$ cat src/rtl/pca_pkg.sv
package pca_pkg;

  typedef enum logic [1:0] {
    ST_IDLE   = 2'd0,
    ST_SEARCH = 2'd1,
    ST_ALLOC  = 2'd2
  } pca_state_e;

  // Chain-select hash; the caller keeps only the low index bits.
  function automatic logic [31:0] pca_hash(input logic [31:0] k);
    return k ^ (k >> 2);
  endfunction

endpackage

$ cat src/rtl/pca_slot_table.sv
module pca_slot_table #(
  parameter int KEY_W  = 12,
  parameter int NCHAIN = 4,
  parameter int LEN    = 3,
  parameter int H_W    = 5,
  localparam int CI_W  = (NCHAIN > 1) ? $clog2(NCHAIN) : 1,
  localparam int SI_W  = (LEN > 1) ? $clog2(LEN) : 1,
  localparam int NSLOT = NCHAIN * LEN
) (
  input  logic             clk,
  input  logic             rst_n,
  input  logic             clr_all,
  input  logic             wr_en,
  input  logic [CI_W-1:0]  wr_chain,
  input  logic [SI_W-1:0]  wr_slot,
  input  logic [KEY_W-1:0] wr_key,
  input  logic [H_W-1:0]   wr_handle,
  input  logic [CI_W-1:0]  rd_chain,
  input  logic [SI_W-1:0]  rd_slot,
  output logic [KEY_W-1:0] rd_key,
  output logic [H_W-1:0]   rd_handle
);

  localparam logic [KEY_W-1:0] EMPTY = '1;

  logic [NSLOT*KEY_W-1:0] key_flat;
  logic [NSLOT*H_W-1:0]   hdl_flat;

  for (genvar c = 0; c < NCHAIN; c++) begin : g_chain
    for (genvar s = 0; s < LEN; s++) begin : g_slot
      logic             sel;
      logic             key_en;
      logic [KEY_W-1:0] key_d;
      logic [KEY_W-1:0] key_q;
      logic [H_W-1:0]   hdl_q;

      assign sel = wr_en && (wr_chain == CI_W'(c)) && (wr_slot == SI_W'(s));

      // A write to this slot wins over a clear issued in the same cycle.
      always_comb begin
        key_en = sel || clr_all;
        key_d  = sel ? wr_key : EMPTY;
      end

      always_ff @(posedge clk or negedge rst_n) begin
        if (!rst_n)      key_q <= EMPTY;
        else if (key_en) key_q <= key_d;
      end

      always_ff @(posedge clk) begin
        if (sel) hdl_q <= wr_handle;
      end

      assign key_flat[(c*LEN+s)*KEY_W +: KEY_W] = key_q;
      assign hdl_flat[(c*LEN+s)*H_W +: H_W]     = hdl_q;
    end
  end

  logic [31:0] rd_idx;
  always_comb begin
    rd_idx    = 32'(rd_chain) * 32'(LEN) + 32'(rd_slot);
    rd_key    = key_flat[rd_idx*KEY_W +: KEY_W];
    rd_handle = hdl_flat[rd_idx*H_W +: H_W];
  end

endmodule

$ cat src/rtl/pca_alloc.sv
module pca_alloc #(
  parameter int STORE = 16,
  parameter int LEN   = 3,
  parameter int P_W   = 5,
  localparam int SI_W = (LEN > 1) ? $clog2(LEN) : 1
) (
  input  logic            clk,
  input  logic            rst_n,
  input  logic            ext_clr,
  input  logic            alloc_en,
  input  logic [P_W-1:0]  alloc_cnt,
  input  logic            evict_en,
  output logic [P_W-1:0]  free_ptr,
  output logic            short_o,
  output logic [SI_W-1:0] rot_o
);

  localparam logic [P_W:0]    STORE_V = (P_W+1)'(STORE);
  localparam logic [SI_W-1:0] ROT_MAX = SI_W'(LEN - 1);

  logic [P_W-1:0]  fp_q, fp_d;
  logic            fp_en;
  logic [SI_W-1:0] rot_q, rot_d;
  logic [P_W:0]    room;

  always_comb begin
    room    = STORE_V - {1'b0, fp_q};
    short_o = room < {1'b0, alloc_cnt};
    fp_en   = ext_clr || alloc_en;
    if (ext_clr)      fp_d = '0;
    else if (short_o) fp_d = alloc_cnt;
    else              fp_d = fp_q + alloc_cnt;
    rot_d = (rot_q == ROT_MAX) ? '0 : rot_q + 1'b1;
  end

  always_ff @(posedge clk or negedge rst_n) begin
    if (!rst_n)     fp_q <= '0;
    else if (fp_en) fp_q <= fp_d;
  end

  always_ff @(posedge clk or negedge rst_n) begin
    if (!rst_n)        rot_q <= '0;
    else if (evict_en) rot_q <= rot_d;
  end

  assign free_ptr = fp_q;
  assign rot_o    = rot_q;

endmodule

$ cat src/rtl/pca_ctrl.sv
module pca_ctrl
  import pca_pkg::*;
#(
  parameter int KEY_W  = 12,
  parameter int NCHAIN = 4,
  parameter int LEN    = 3,
  parameter int P_W    = 5,
  localparam int CI_W  = (NCHAIN > 1) ? $clog2(NCHAIN) : 1,
  localparam int SI_W  = (LEN > 1) ? $clog2(LEN) : 1
) (
  input  logic             clk,
  input  logic             rst_n,
  input  logic             req_valid,
  input  logic [KEY_W-1:0] req_key,
  input  logic [P_W-1:0]   req_count,
  input  logic             flush_in,
  output logic             req_ready,
  input  logic [KEY_W-1:0] rd_key,
  input  logic [P_W-1:0]   rd_handle,
  output logic [CI_W-1:0]  rd_chain,
  output logic [SI_W-1:0]  rd_slot,
  output logic             wr_en,
  output logic [CI_W-1:0]  wr_chain,
  output logic [SI_W-1:0]  wr_slot,
  output logic [KEY_W-1:0] wr_key,
  output logic [P_W-1:0]   wr_handle,
  output logic             clr_all,
  input  logic [P_W-1:0]   free_ptr,
  input  logic             short_i,
  input  logic [SI_W-1:0]  rot_i,
  output logic             ext_clr,
  output logic             alloc_en,
  output logic [P_W-1:0]   alloc_cnt,
  output logic             evict_en,
  output logic             rsp_valid,
  output logic             rsp_hit,
  output logic [P_W-1:0]   rsp_handle,
  output logic             hit_evt,
  output logic             miss_evt,
  output logic             flush_evt
);

  localparam logic [KEY_W-1:0] EMPTY    = '1;
  localparam logic [SI_W-1:0]  LAST_IDX = SI_W'(LEN - 1);

  pca_state_e       st_q, st_d;
  logic [KEY_W-1:0] key_q;
  logic [P_W-1:0]   cnt_q;
  logic [CI_W-1:0]  chain_q, chain_d;
  logic [SI_W-1:0]  idx_q, idx_d, vic_q, vic_d;
  logic             load_en, idx_en, vic_en;
  logic             rv_d, rh_d, rsp_en, fe_d;
  logic [P_W-1:0]   rhd_d;
  logic             rv_q, rh_q, fe_q;
  logic [P_W-1:0]   rhd_q;

  always_comb begin
    st_d      = st_q;
    load_en   = 1'b0;
    idx_en    = 1'b0;
    idx_d     = idx_q;
    vic_en    = 1'b0;
    vic_d     = vic_q;
    chain_d   = CI_W'(pca_hash(32'(req_key)));
    ext_clr   = 1'b0;
    alloc_en  = 1'b0;
    evict_en  = 1'b0;
    wr_en     = 1'b0;
    rv_d      = 1'b0;
    rh_d      = 1'b0;
    rhd_d     = rhd_q;
    rsp_en    = 1'b0;
    fe_d      = 1'b0;
    req_ready = 1'b0;
    wr_handle = short_i ? '0 : free_ptr;
    unique case (st_q)
      ST_IDLE: begin
        req_ready = !flush_in;
        if (flush_in) begin
          ext_clr = 1'b1;
        end else if (req_valid) begin
          load_en = 1'b1;
          idx_en  = 1'b1;
          idx_d   = '0;
          st_d    = ST_SEARCH;
        end
      end
      ST_SEARCH: begin
        if (rd_key == EMPTY) begin
          vic_en = 1'b1;
          vic_d  = idx_q;
          st_d   = ST_ALLOC;
        end else if (rd_key == key_q) begin
          rv_d   = 1'b1;
          rh_d   = 1'b1;
          rhd_d  = rd_handle;
          rsp_en = 1'b1;
          st_d   = ST_IDLE;
        end else if (idx_q == LAST_IDX) begin
          vic_en   = 1'b1;
          vic_d    = rot_i;
          evict_en = 1'b1;
          st_d     = ST_ALLOC;
        end else begin
          idx_en = 1'b1;
          idx_d  = idx_q + 1'b1;
        end
      end
      ST_ALLOC: begin
        alloc_en = 1'b1;
        wr_en    = 1'b1;
        rv_d     = 1'b1;
        rhd_d    = wr_handle;
        rsp_en   = 1'b1;
        fe_d     = short_i;
        st_d     = ST_IDLE;
      end
      default: st_d = ST_IDLE;
    endcase
    clr_all = ext_clr || (alloc_en && short_i);
  end

  always_ff @(posedge clk or negedge rst_n) begin
    if (!rst_n) begin
      st_q <= ST_IDLE;
      rv_q <= 1'b0;
      fe_q <= 1'b0;
    end else begin
      st_q <= st_d;
      rv_q <= rv_d;
      fe_q <= fe_d;
    end
  end

  always_ff @(posedge clk or negedge rst_n) begin
    if (!rst_n) begin
      key_q   <= '0;
      cnt_q   <= '0;
      chain_q <= '0;
    end else if (load_en) begin
      key_q   <= req_key;
      cnt_q   <= req_count;
      chain_q <= chain_d;
    end
  end

  always_ff @(posedge clk or negedge rst_n) begin
    if (!rst_n)      idx_q <= '0;
    else if (idx_en) idx_q <= idx_d;
  end

  always_ff @(posedge clk or negedge rst_n) begin
    if (!rst_n)      vic_q <= '0;
    else if (vic_en) vic_q <= vic_d;
  end

  always_ff @(posedge clk or negedge rst_n) begin
    if (!rst_n) begin
      rh_q  <= 1'b0;
      rhd_q <= '0;
    end else if (rsp_en) begin
      rh_q  <= rh_d;
      rhd_q <= rhd_d;
    end
  end

  assign rd_chain   = chain_q;
  assign rd_slot    = idx_q;
  assign wr_chain   = chain_q;
  assign wr_slot    = vic_q;
  assign wr_key     = key_q;
  assign alloc_cnt  = cnt_q;
  assign rsp_valid  = rv_q;
  assign rsp_hit    = rh_q;
  assign rsp_handle = rhd_q;
  assign hit_evt    = rv_q && rh_q;
  assign miss_evt   = rv_q && !rh_q;
  assign flush_evt  = fe_q;

endmodule

$ cat src/rtl/pc_chain_alloc.sv
module pc_chain_alloc #(
  parameter int KEY_W  = 12,
  parameter int NCHAIN = 4,
  parameter int LEN    = 3,
  parameter int STORE  = 16,
  localparam int P_W   = $clog2(STORE + 1),
  localparam int CI_W  = (NCHAIN > 1) ? $clog2(NCHAIN) : 1,
  localparam int SI_W  = (LEN > 1) ? $clog2(LEN) : 1
) (
  input  logic             clk,
  input  logic             rst_n,
  input  logic             req_valid,
  input  logic [KEY_W-1:0] req_key,
  input  logic [P_W-1:0]   req_count,
  output logic             req_ready,
  input  logic             flush_in,
  output logic             rsp_valid,
  output logic             rsp_hit,
  output logic [P_W-1:0]   rsp_handle,
  output logic             hit_evt,
  output logic             miss_evt,
  output logic             flush_evt
);

  logic [KEY_W-1:0] rd_key, wr_key;
  logic [P_W-1:0]   rd_handle, wr_handle, free_ptr, alloc_cnt;
  logic [CI_W-1:0]  rd_chain, wr_chain;
  logic [SI_W-1:0]  rd_slot, wr_slot, rot;
  logic             wr_en, clr_all, ext_clr, alloc_en, evict_en, short_w;

  pca_ctrl #(.KEY_W(KEY_W), .NCHAIN(NCHAIN), .LEN(LEN), .P_W(P_W)) u_ctrl (
    .clk(clk), .rst_n(rst_n),
    .req_valid(req_valid), .req_key(req_key), .req_count(req_count),
    .flush_in(flush_in), .req_ready(req_ready),
    .rd_key(rd_key), .rd_handle(rd_handle), .rd_chain(rd_chain), .rd_slot(rd_slot),
    .wr_en(wr_en), .wr_chain(wr_chain), .wr_slot(wr_slot), .wr_key(wr_key),
    .wr_handle(wr_handle), .clr_all(clr_all),
    .free_ptr(free_ptr), .short_i(short_w), .rot_i(rot),
    .ext_clr(ext_clr), .alloc_en(alloc_en), .alloc_cnt(alloc_cnt), .evict_en(evict_en),
    .rsp_valid(rsp_valid), .rsp_hit(rsp_hit), .rsp_handle(rsp_handle),
    .hit_evt(hit_evt), .miss_evt(miss_evt), .flush_evt(flush_evt)
  );

  pca_slot_table #(.KEY_W(KEY_W), .NCHAIN(NCHAIN), .LEN(LEN), .H_W(P_W)) u_tab (
    .clk(clk), .rst_n(rst_n), .clr_all(clr_all),
    .wr_en(wr_en), .wr_chain(wr_chain), .wr_slot(wr_slot),
    .wr_key(wr_key), .wr_handle(wr_handle),
    .rd_chain(rd_chain), .rd_slot(rd_slot),
    .rd_key(rd_key), .rd_handle(rd_handle)
  );

  pca_alloc #(.STORE(STORE), .LEN(LEN), .P_W(P_W)) u_alloc (
    .clk(clk), .rst_n(rst_n), .ext_clr(ext_clr),
    .alloc_en(alloc_en), .alloc_cnt(alloc_cnt), .evict_en(evict_en),
    .free_ptr(free_ptr), .short_o(short_w), .rot_o(rot)
  );

endmodule

$ cat config.mk
export PLATFORM = sky130hd
export DESIGN_NAME = pc_chain_alloc
export DESIGN_NICKNAME = d
export VERILOG_FILES = /design/src/rtl/pca_pkg.sv /design/src/rtl/pca_slot_table.sv /design/src/rtl/pca_alloc.sv /design/src/rtl/pca_ctrl.sv /design/src/rtl/pc_chain_alloc.sv
export SDC_FILE = /design/constraint.sdc
export NUM_CORES = 1
export LEC_CHECK = 0
export CORE_UTILIZATION = 60
export CTS_CLUSTER_DIAMETER = 30
export DETAILED_ROUTE_END_ITERATION = 7
export DONT_BUFFER_PORTS = 1
export PLACE_DENSITY_LB_ADDON = 0.12
export SLEW_MARGIN = 20
export SYNTH_ARGS = -nofsm -noshare
export SYNTH_HDL_FRONTEND = slang
export SYNTH_SLANG_ARGS = --single-unit
$ cat constraint.sdc
create_clock -name clk -period 9.3 [get_ports clk]
set_input_delay 0.465 -clock clk [delete_from_list [all_inputs] [get_ports clk]]
set_output_delay 0.465 -clock clk [all_outputs]
set_load 0.005 [all_outputs]
==> impl_metrics.tcl <==
set metrics [dict create \
    status "finished clean" \
    ys.flop_type "dfstp_2" \
    die_y_um 168.3 \
    avgViaCountPerCell 6.810 \
    yosysWarnings 0 \
    cp.arrival_ns 6.86 \
    multiInputGateArea_um2 9211 \
    cp_max_fo 58 \
    io_pins 32 \
    insertion_delay_ns 0.57 \
    cts_root_buf "clkbuf_16" \
    synth_area_um2 16590 \
    hold_path_class "in2reg" \
    hold_ws_ns 0.05443 \
    final_hold_viol_count 0 \
    mostFrequentLayoutCells "281 x nor2_1, 149 x mux4_2, 144 x dfstp_2, 122 x a21oi_1, 89 x mux2i_1" \
    finalNetCount 1453 \
    portBuffers 0 \
    antenna_found_initial 0 \
    max_freq_mhz 155.7 \
    cp-start-kind "register" \
    synth_seq_area_share_pct 39.69 \
    mostFrequentLayoutCell "nor2_1" \
    ys_types 87 \
    drc 0 \
    grt_overflow 0 \
    fin_skew_ns 0.02689 \
    fp.coreArea_um2 27030 \
    ys_seq_elements 244 \
    setup_viol 0 \
    max-slew-margin-rel_pct 29.81 \
    synth.avg_cell_area_um2 11.49 \
    synthToLayoutAreaGrowth_pct 11.24 \
    synth-async-reset-ratio_pct 75.41 \
    numCtsBuffers 56 \
    htree_levels 2 \
    worstSetupPathType "reg2reg" \
    drt-total-wl_um 45150 \
    die-area_um2 28320 \
    drtIter0Drc 1131 \
    postSynthCellCount 1444 \
    drv_cap 0 \
    grt_pass1_vias 12357 \
    numClockSinks 244 \
    period_needed_ns 6.424 \
    cp.required_ns 9.74 \
    antenna_cells 0 \
    drive_gt1_share_pct 31.24 \
    regArea_um2 6586 \
    wl_per_cell_um 25.25 \
    grt_max_degree 185 \
    tns_ns 0 \
    fp.dieW_um 168.3 \
    start_util_pct 61.40 \
    cts_tree "yes" \
    slew_viol_final 0 \
    routabilityCongestion 0.9673 \
    grt_usage_pct 33.01 \
    nFillCells 1958 \
    fin_crit_sh_pct 69.07 \
    tightest_slew_ns 1.053 \
    dr.pass1.iters 5 \
    post-cts-setup-buffer-count 0 \
    antenna_left 0 \
    clockBufferDepth 3 \
    rsz0062_at_grt "false" \
    dp.final_hpwl_um 29520 \
    synth_nets 1498 \
    synth-edff-count 60 \
    num_rows 60 \
    cp-end-kind "register" \
    grt_pass1_wl_um 71040 \
    vias 12177 \
    path_clk_slew_ns 0.04 \
]
-- cell families after synthesis --
| group | synth area share (%) |
|---|---|
| adder cells (fa/ha/maj) | 2.715 |
| flip-flops | 39.69 |
| AO/OA/AOI/OAI | 11.78 |
| multiplexers | 28.48 |
| AND/OR/NAND/NOR | 11.24 |
| buffers and inverters | 5.044 |
| XOR/XNOR | 1.056 |
-- path summary, 6_finish.rpt --
kind	cells after the start	from	to	slack (ns)
max	15	u_ctrl.rd_chain[0]$_DFFE_PN0P_	u_ctrl.rsp_handle[0]$_DFFE_PN0P_	2.88
min	1	req_key[4]	u_ctrl.wr_key[4]$_DFFE_PN0P_	0.05
max reg2reg	15	u_ctrl.rd_chain[0]$_DFFE_PN0P_	u_ctrl.rsp_handle[0]$_DFFE_PN0P_	2.88
min reg2reg	2	u_tab.g_chain[0].g_slot[0].key_q[1]$_DFFE_PN1P_	u_tab.g_chain[0].g_slot[0].key_q[1]$_DFFE_PN1P_	0.53
max in group asynchronous	2	rst_n	u_tab.g_chain[1].g_slot[1].key_q[10]$_DFFE_PN1P_	7.96
min in group asynchronous	2	rst_n	u_ctrl.rd_chain[1]$_DFFE_PN0P_	0.65
-- cell type report --
cell class | count | share of cell area (%)
multi-input combinational | 1044 | 49.90
sequential | 244 | 35.68
clock buffer | 66 | 8.066
clock inverter | 40 | 2.576
tap | 341 | 2.311
inverter | 40 | 0.8134
timing repair buffer | 13 | 0.6507
-- per-stage QoR --
| stage | worst slack [ns] | util, % | instances | area, µm² |
|---|---|---|---|---|
| floorplan | 4.414 | - | 1444 | 16590 |
| global placement | 2.971 | 60.89 | 1680 | 16460 |
| detailed placement | 2.850 | 60.89 | 1680 | 16460 |
| CTS | 2.832 | 68.26 | 1787 | 18450 |
| global route | 2.401 | 68.30 | 1788 | 18460 |
| finish | 2.876 | 68.30 | 1788 | 18460 |
-- routing by layer --
metal / global-route usage, % / vias up / part of all wire, %
li1: - / 5394 / -
met1: 42.65 / 6177 / 40
met2: 53.38 / 485 / 48
met3: 7.264 / 121 / 7.8
met4: 15.57 / 0 / 4.5
met5: 0 / - / 0
-- state kept, by name (all words and copies together), names as in the netlist --
register and flops:
u_ctrl.rd_chain 2, u_ctrl.st_q 2, u_ctrl.wr_slot 2, u_alloc.rot_o 2, u_ctrl.flush_evt 1, u_ctrl.rsp_hit 1
u_tab.g_chain.g_slot.key_q 144, u_ctrl.rd_slot 2, u_tab.g_chain.g_slot.hdl_q 60, u_ctrl.rsp_valid 1, u_ctrl.rsp_handle 5, u_ctrl.alloc_cnt 5
u_alloc.free_ptr 5, u_ctrl.wr_key 12
-- synthesized netlist by cell type (8+ instances only) --
cell type,number,share of area [%]
nor2_1,282,6.4
mux4_2,149,20
dfstp_2,144,23
a21oi_1,123,3.7
mux2i_1,89,5.4
edfxtp_1,60,11
clkbuf_1,59,1.3
a22oi_1,51,2.3
dfrtp_1,40,6.0
nand3_1,39,1.2
nand2_1,36,0.81
ha_1,28,2.1
inv_1,26,0.59
mux2_2,25,1.7
o21ai_0,23,0.69
buf_6,17,1.2
buf_2,15,0.45
clkinv_1,14,0.32
nor2b_1,12,0.45
a31oi_1,11,0.41
buf_1,11,0.25
a211oi_1,10,0.45
nand2b_1,10,0.38
xnor2_1,9,0.48
a211o_1,8,0.42
and2_1,8,0.30
buf_4,8,0.36
-- critical path, stage by stage (launching register included) --
cell,delay (ns)
dfrtp_1,0.46
fa_1,0.50
ha_2,0.32
buf_4,0.65
ha_4,0.79
buf_4,0.62
mux4_2,0.58
mux4_2,0.50
inv_1,0.09
o22ai_1,0.08
o21ai_0,0.20
nand3_1,0.09
a21oi_1,0.59
nand4_4,0.32
mux2i_1,0.20
a211o_1,0.26
-- timing repair --
item,in CTS,in global routing
endpoints found under the hold margin,184,15
hold buffers,1,1
gates resized for setup,0,0
Power is not shown: default switching activity piles up to over one toggle a cycle in this logic, so the estimate is an artifact.
